$ cat src/rtl/hsirq_pkg.sv
package hsirq_pkg;

  typedef enum logic [1:0] {
    SEL_STATUS = 2'd0,
    SEL_CONFIG = 2'd1,
    SEL_DEBUG  = 2'd2,
    SEL_NONE   = 2'd3
  } reg_sel_e;

  // status bit positions decoded by the interrupt line and the completion gate
  localparam int ST_DATA_FLAG = 0;
  localparam int ST_DATA_IRQ  = 8;
  localparam int ST_BLOCK_IRQ = 9;
  localparam int ST_BUSY_IRQ  = 10;

  // config enable positions
  localparam int CF_DATA_EN  = 4;
  localparam int CF_BLOCK_EN = 8;
  localparam int CF_BUSY_EN  = 10;

  // debug word layout
  localparam int DBG_STATE_W = 4;
  localparam int DBG_LVL_LSB = 4;
  localparam int DBG_LVL_W   = 5;

  localparam logic [DBG_STATE_W-1:0] STATE_IDENT = 4'h0;
  localparam logic [DBG_STATE_W-1:0] STATE_DATA  = 4'h1;
  localparam logic [DBG_STATE_W-1:0] STATE_PDOWN = 4'hF;

endpackage

$ cat src/rtl/hsirq_done_gate.sv
module hsirq_done_gate
  import hsirq_pkg::*;
#(
  parameter int STAT_W = 11,
  parameter int CFG_W  = 11
) (
  input  logic              done,
  input  logic              busywait,
  input  logic              wr_cmd,
  input  logic [CFG_W-1:0]  cfg,
  output logic [STAT_W-1:0] set_vec
);

  logic unused_cfg;
  assign unused_cfg = ^cfg;

  always_comb begin
    set_vec = '0;
    if (done) begin
      set_vec[ST_DATA_FLAG] = 1'b1;
      set_vec[ST_DATA_IRQ]  = cfg[CF_DATA_EN];
      set_vec[ST_BUSY_IRQ]  = busywait & cfg[CF_BUSY_EN];
      set_vec[ST_BLOCK_IRQ] = wr_cmd & cfg[CF_BLOCK_EN];
    end
  end

endmodule

$ cat src/rtl/hsirq_status_reg.sv
module hsirq_status_reg
  import hsirq_pkg::*;
#(
  parameter int STAT_W = 11
) (
  input  logic              clk,
  input  logic              rst,
  input  logic              clr_en,
  input  logic [STAT_W-1:0] clr_mask,
  input  logic [STAT_W-1:0] set_mask,
  output logic [STAT_W-1:0] stat_q,
  output logic              irq_q
);

  localparam int IRQ_LO = ST_DATA_IRQ;
  localparam int IRQ_HI = ST_BUSY_IRQ;

  logic [STAT_W-1:0] stat_n;

  // set has priority over the write-one-to-clear on every bit
  for (genvar i = 0; i < STAT_W; i++) begin : g_bit
    assign stat_n[i] = set_mask[i] | (stat_q[i] & ~(clr_en & clr_mask[i]));
  end

  always_ff @(posedge clk) begin
    if (rst) begin
      stat_q <= '0;
      irq_q  <= 1'b0;
    end else begin
      stat_q <= stat_n;
      irq_q  <= |stat_n[IRQ_HI:IRQ_LO];
    end
  end

endmodule

$ cat src/rtl/hsirq_cfg_dbg.sv
module hsirq_cfg_dbg
  import hsirq_pkg::*;
#(
  parameter int               DATA_W    = 32,
  parameter int               CFG_W     = 11,
  parameter logic [DATA_W-1:0] DBG_RESET = 32'h0000_C60F
) (
  input  logic              clk,
  input  logic              rst,
  input  logic              cfg_we,
  input  logic              dbg_we,
  input  logic [DATA_W-1:0] wdata,
  input  logic              done,
  output logic [CFG_W-1:0]  cfg_q,
  output logic [DATA_W-1:0] dbg_q
);

  localparam logic [DATA_W-1:0] LVL_MASK =
    DATA_W'(((1 << DBG_LVL_W) - 1) << DBG_LVL_LSB);
  localparam logic [DATA_W-1:0] DBG_INIT = DBG_RESET & ~LVL_MASK;

  logic [DATA_W-1:0] dbg_wval;
  logic [DATA_W-1:0] dbg_n;

  always_comb begin
    dbg_wval = wdata & ~LVL_MASK;
    if (wdata[DBG_STATE_W-1:0] == STATE_PDOWN)
      dbg_wval[DBG_STATE_W-1:0] = STATE_IDENT;
  end

  always_comb begin
    dbg_n = dbg_q;
    if (dbg_we)
      dbg_n = dbg_wval;
    if (done)
      dbg_n[DBG_STATE_W-1:0] = STATE_DATA;
  end

  always_ff @(posedge clk) begin
    if (rst) begin
      cfg_q <= '0;
      dbg_q <= DBG_INIT;
    end else begin
      if (cfg_we)
        cfg_q <= wdata[CFG_W-1:0];
      dbg_q <= dbg_n;
    end
  end

endmodule

$ cat src/rtl/hsirq_ctrl.sv
module hsirq_ctrl
  import hsirq_pkg::*;
#(
  parameter int                DATA_W    = 32,
  parameter int                STAT_W    = 11,
  parameter int                CFG_W     = 11,
  parameter int                LVL_W     = 6,
  parameter logic [DATA_W-1:0] DBG_RESET = 32'h0000_C60F
) (
  input  logic              clk,
  input  logic              rst,
  input  logic              reg_wr,
  input  logic [1:0]        reg_wsel,
  input  logic [DATA_W-1:0] reg_wdata,
  input  logic [1:0]        reg_rsel,
  output logic [DATA_W-1:0] reg_rdata,
  input  logic [STAT_W-1:0] evt_set,
  input  logic              xfer_done,
  input  logic              xfer_busywait,
  input  logic              xfer_write,
  input  logic [LVL_W-1:0]  fifo_level,
  output logic              irq_o
);

  logic [STAT_W-1:0] done_set;
  logic [STAT_W-1:0] stat_q;
  logic [CFG_W-1:0]  cfg_q;
  logic [DATA_W-1:0] dbg_q;
  logic [DATA_W-1:0] rd_mux;
  logic [DATA_W-1:0] dbg_view;
  logic              wr_status;
  logic              wr_config;
  logic              wr_debug;

  assign wr_status = reg_wr && (reg_wsel == SEL_STATUS);
  assign wr_config = reg_wr && (reg_wsel == SEL_CONFIG);
  assign wr_debug  = reg_wr && (reg_wsel == SEL_DEBUG);

  hsirq_done_gate #(.STAT_W(STAT_W), .CFG_W(CFG_W)) u_gate (
    .done    (xfer_done),
    .busywait(xfer_busywait),
    .wr_cmd  (xfer_write),
    .cfg     (cfg_q),
    .set_vec (done_set)
  );

  hsirq_status_reg #(.STAT_W(STAT_W)) u_status (
    .clk     (clk),
    .rst     (rst),
    .clr_en  (wr_status),
    .clr_mask(reg_wdata[STAT_W-1:0]),
    .set_mask(evt_set | done_set),
    .stat_q  (stat_q),
    .irq_q   (irq_o)
  );

  hsirq_cfg_dbg #(.DATA_W(DATA_W), .CFG_W(CFG_W), .DBG_RESET(DBG_RESET)) u_cfgdbg (
    .clk   (clk),
    .rst   (rst),
    .cfg_we(wr_config),
    .dbg_we(wr_debug),
    .wdata (reg_wdata),
    .done  (xfer_done),
    .cfg_q (cfg_q),
    .dbg_q (dbg_q)
  );

  // bits 8:4 of debug show the live FIFO level instead of stored bits
  always_comb begin
    dbg_view = dbg_q;
    dbg_view[DBG_LVL_LSB +: DBG_LVL_W] = fifo_level[DBG_LVL_W-1:0];
  end

  always_comb begin
    case (reg_rsel)
      SEL_STATUS: rd_mux = DATA_W'(stat_q);
      SEL_CONFIG: rd_mux = DATA_W'(cfg_q);
      SEL_DEBUG:  rd_mux = dbg_view;
      default:    rd_mux = '0;
    endcase
  end

  always_ff @(posedge clk) begin
    if (rst) reg_rdata <= '0;
    else     reg_rdata <= rd_mux;
  end

  logic unused_top;
  assign unused_top = ^{reg_wdata[DATA_W-1:STAT_W], fifo_level,
                        dbg_q[DBG_LVL_LSB +: DBG_LVL_W]};

endmodule

$ cat config.mk
export PLATFORM = sky130hd
export DESIGN_NAME = hsirq_ctrl
export DESIGN_NICKNAME = d
export VERILOG_FILES = /design/src/rtl/hsirq_pkg.sv /design/src/rtl/hsirq_done_gate.sv /design/src/rtl/hsirq_status_reg.sv /design/src/rtl/hsirq_cfg_dbg.sv /design/src/rtl/hsirq_ctrl.sv
export SDC_FILE = /design/constraint.sdc
export NUM_CORES = 1
export LEC_CHECK = 0
export BUFFER_PORTS_ARGS = -buffer_cell sky130_fd_sc_hd__buf_2
export CAP_MARGIN = 0
export CORE_UTILIZATION = 50
export CTS_CLUSTER_SIZE = 10
export DETAILED_ROUTE_END_ITERATION = 8
export GPL_TIMING_DRIVEN = 0
export PLACE_DENSITY = 0.78
export SLEW_MARGIN = 30
export SYNTH_ARGS = -nofsm -noshare
export SYNTH_HDL_FRONTEND = slang
export SYNTH_SLANG_ARGS = --single-unit
$ cat constraint.sdc
create_clock -name clk -period 3.3 [get_ports clk]
set_input_delay 0.66 -clock clk [delete_from_list [all_inputs] [get_ports clk]]
set_output_delay 0.66 -clock clk [all_outputs]
set_load 0.02 [all_outputs]
==> results_tabular.tex <==
\begin{tabular}{lr}
\hline
Metric & Value \\
\hline
\multicolumn{2}{l}{\textbf{Status}} \\
Result of the run & completed \\
\multicolumn{2}{l}{\textbf{Pwr}} \\
Total leakage power & 1.81 nW \\
Worst vdd ir & 0.350 mV \\
Pwr/cell area & roughly 530 nW/um\^{}2 \\
\multicolumn{2}{l}{\textbf{Logic synthesis}} \\
Number of unique standard cell types used by synthesis & 34 \\
Number of enable-type register cells in the synthesized netlist & 0 \\
Syn Std Cell Area & 3010 um\^{}2 \\
Number of cells produced by synthesis & 316 \\
Library cell occupying the most area in the post-synthesis netlist & sky130\_fd\_sc\_hd\_\_dfxtp\_1 \\
Portion of the post-synthesis area used by sequential elements & 54.5\% \\
FFs w/ async S/R, synth & 0\% \\
Xor-xnor portion of the synthesized cell area & 0\% \\
Dominant combinational cell family by area after synthesis & simple AND/OR/NAND/NOR gates \\
Post-Synthesis Net Count & 375 \\
Synth Area per Inst & 9.53 um\^{}2 \\
Number of synthesized register bits & 82 \\
Area fraction in compound gates after synthesis & between 10 and 15\% \\
Share of synthesized cell area in full adder, half adder and majority cells & 0\% \\
Synth warnings & 0 \\
Yosys top cell area share & 54.5\% \\
Cell types with the largest area share after synthesis & sky130\_fd\_sc\_hd\_\_dfxtp\_1 (55\%), sky130\_fd\_sc\_hd\_\_mux2i\_1 (7.3\%), sky130\_fd\_sc\_hd\_\_nand2\_1 (6.7\%), sky130\_fd\_sc\_hd\_\_a21oi\_1 (5.5\%), sky130\_fd\_sc\_hd\_\_and2\_1 (4.4\%) \\
Simple-gate portion of the synthesized area & 19.1\% \\
Main flop type after synthesis & sky130\_fd\_sc\_hd\_\_dfxtp\_1 \\
Proportion of synthesized area in mux cells & under 10\% \\
\multicolumn{2}{l}{\textbf{Layout}} \\
P\&R area growth vs syn & 24.7\% \\
Layout fillers & 483 \\
Combined area of the multi-input logic cells & 1180 um\^{}2 \\
Ant. Diodes & 0 \\
Sequential cell area & 1640 um\^{}2 \\
Utilization after layout & 66.5\% \\
Fraction of layout cells with a size suffix above 1 & a little under a third \\
Net total in the final layout & 474 \\
\multicolumn{2}{l}{\textbf{Worst setup path}} \\
Count of buffering cells on the critical path with inverters included & 1 \\
Crit-path slowest cell & sky130\_fd\_sc\_hd\_\_dfxtp\_1 \\
WP data required & roughly 2.6 ns \\
Crit Path Category & reg2out \\
Critical path launch point type & flop \\
CP top delay family & flip-flops \\
Ordered list of cells on the worst path & buf\_2 \\
Largest driver fanout on the critical path & 1 \\
Biggest cell delay along the critical path & 0.33 ns \\
Arrival time of data at the critical path endpoint & 0.84 ns \\
Type of element capturing the critical path & primary output \\
\multicolumn{2}{l}{\textbf{Clock network}} \\
H-tree level count & 3 \\
Clock insertion delay at the later pin of the skew report & 0.35 ns \\
Cts repair resizes & 0 \\
Buffer cell driving the clock tree root & sky130\_fd\_sc\_hd\_\_clkbuf\_8 \\
Number of buffers on the longest clock path & 2 \\
\# hold bufs at CTS & 0 \\
Clock sink count & 82 \\
Clock-pin slew reported for the worst setup and hold paths after clock tree synthesis & about 0.080 ns \\
Clock tree from TritonCTS & yes \\
Postcts setup bufs & 0 \\
CTS Buf Count & 9 \\
\multicolumn{2}{l}{\textbf{Detailed routing}} \\
DRC Markers & 0 \\
Final ANT Viol Nets & 0 \\
Vias after detailed routing & 2,455 \\
Wirelength, routed & $\sim$6500 um \\
Detail-routed via count per cell & 4.99 \\
DRT iter0 DRCs & 152 \\
Drt pass-1 iters & 4 \\
Routed wire per std cell & 13.3 um \\
\multicolumn{2}{l}{\textbf{STA}} \\
RSZ-0062 raised after global routing & no \\
Share of the cycle needed by the critical path after routing & a little under half \\
Setup TNS after final layout & 0 ns \\
Clock Skews & around 0.0056 ns \\
Minimum period implied by the final worst setup slack & 1.50 ns \\
Count of endpoints failing hold in the final timing report & 0 \\
F\_max & about 670 MHz \\
Slew margin rel. & 64.1\% \\
Slew Limit Fails & 0 \\
Slew of the pin with the lowest slew margin & 0.538 ns \\
Final worst setup slack & 1.80 ns \\
Setup-violating endpoint count in the final report & 0 \\
\multicolumn{2}{l}{\textbf{Place}} \\
Post-DP HPWL & 4520 um \\
Final GP Congestion & 0.780 \\
Count of input and output buffers & 88 \\
Pre-CTS worst setup slack & 1.56 ns \\
\multicolumn{2}{l}{\textbf{Floorplan}} \\
Num rows & 27 \\
Die area & 6340 um\^{}2 \\
Initial Util & a little over half \\
Number of placed I/O pins & 92 \\
Vert. Die Dim & 79.6 um \\
Width of the die & about 80 um \\
Placeable core region & 5640 um\^{}2 \\
\multicolumn{2}{l}{\textbf{GRT}} \\
Tot GR Track Use & around a fifth \\
Number of global-route vias before repair & 2,260 \\
Number of antenna violations at the first check in global routing & 0 \\
Pin count of the biggest net entering global routing & 15 \\
GRT overflow & 0 \\
First-pass GRT wire length & between 10,000 and 15,000 um \\
\multicolumn{2}{l}{\textbf{Hold path}} \\
Hold Crit Class & reg2reg \\
\multicolumn{2}{l}{\textbf{Job}} \\
Total of max-cap violations & 0 \\
\hline
\end{tabular}
==> power by group <==
part,leakage [nW],internal (mW),switching (mW),total [mW]
sequential,0.671,1.03,0.0181,1.05
clock,0.110,0.395,0.374,0.769
combinational,1.03,0.0861,0.105,0.191
==> stage by stage <==
step                      hold WS [ns]  cell area [um^2]  std cells  total power [mW]
after CTS                        0.454              3750        492              2.01
after floorplan                  0.430              3010        316              1.18
after global routing             0.471              3750        492              2.08
after global placement           0.434              3540        476              1.25
final                            0.453              3750        492              2.01
after detailed placement         0.440              3540        476              1.26
==> final timing paths <==
path                                           end                from  cells after the start  slack (ns)
worst min-delay path            u_cfgdbg.dbg_q[11]  u_cfgdbg.dbg_q[11]                      2        0.45
worst max register to register      u_status.irq_q   u_cfgdbg.cfg_q[4]                      3        2.18
worst max-delay path                 reg_rdata[30]       reg_rdata[30]                      1        1.80
worst min register to register  u_cfgdbg.dbg_q[11]  u_cfgdbg.dbg_q[11]                      2        0.45
==> cell usage in the layout (no fill, tap or decap), drive strengths merged <==
cell type,n
nand2b,2
clkinv,3
a2bb2oi,6
nor2b,1
o31ai,1
and2,21
and3b,1
or3b,1
bufinv,1
or3,1
or2,5
o21ai,10
o22ai,2
mux2i,22
a31oi,5
a211oi,1
nand2,54
clkbuf,19
nor2,19
nand3b,6
a21oi,33
o41ai,1
and2b,1
buf,100
and4bb,2
o211ai,1
dfxtp,82
nor3b,1
inv,17
a311oi,1
==> registers in the layout, summed over array words and instances (netlist names) <==
signal           count
u_cfgdbg.dbg_q      27
u_status.stat_q     11
u_cfgdbg.cfg_q      11
reg_rdata           32
u_status.irq_q       1
==> Yosys cell counts, types with 2 or more instances <==
library cell,number
sky130_fd_sc_hd__dfxtp_1,82
sky130_fd_sc_hd__nand2_1,54
sky130_fd_sc_hd__a21oi_1,33
sky130_fd_sc_hd__mux2i_1,22
sky130_fd_sc_hd__and2_1,21
sky130_fd_sc_hd__nor2_1,19
sky130_fd_sc_hd__inv_1,16
sky130_fd_sc_hd__clkbuf_1,8
sky130_fd_sc_hd__o21ai_2,8
sky130_fd_sc_hd__a2bb2oi_1,6
sky130_fd_sc_hd__a31oi_1,5
sky130_fd_sc_hd__nand3b_1,5
sky130_fd_sc_hd__buf_2,4
sky130_fd_sc_hd__buf_4,4
sky130_fd_sc_hd__buf_6,4
sky130_fd_sc_hd__or2_1,4
sky130_fd_sc_hd__nand2b_1,2
sky130_fd_sc_hd__o21ai_0,2
sky130_fd_sc_hd__o22ai_1,2
==> cell type report <==
class	count	area share, %
Buffer	20	3.33
Multi-Input combinational cell	198	31.5
Inverter	16	1.60
Timing Repair Buffer	88	11.7
Clock buffer	11	4.03
Tap cell	72	2.40
Sequential cell	82	43.7
Clock inverter	5	1.63
==> per-layer routing <==
metal / GRT usage [%] / part of all wire, % / wire length [um]
met1: 26.2 / 45 / 2940
met2: 35.0 / 48 / 3120
met3: 4.80 / 5.3 / 348
met4: 10.0 / 1.8 / 119
met5: 0 / 0 / 0
==> kinds of logic (layout without fill, tap and decap cells) <==
kind of cell / Yosys count / in the layout
flip-flops: 82 / 82
AO/OA/AOI/OAI: 61 / 61
buffers and inverters: 36 / 140
multiplexers: 22 / 22
AND/OR/NAND/NOR: 115 / 115
Power figures use the tool's default switching activity.
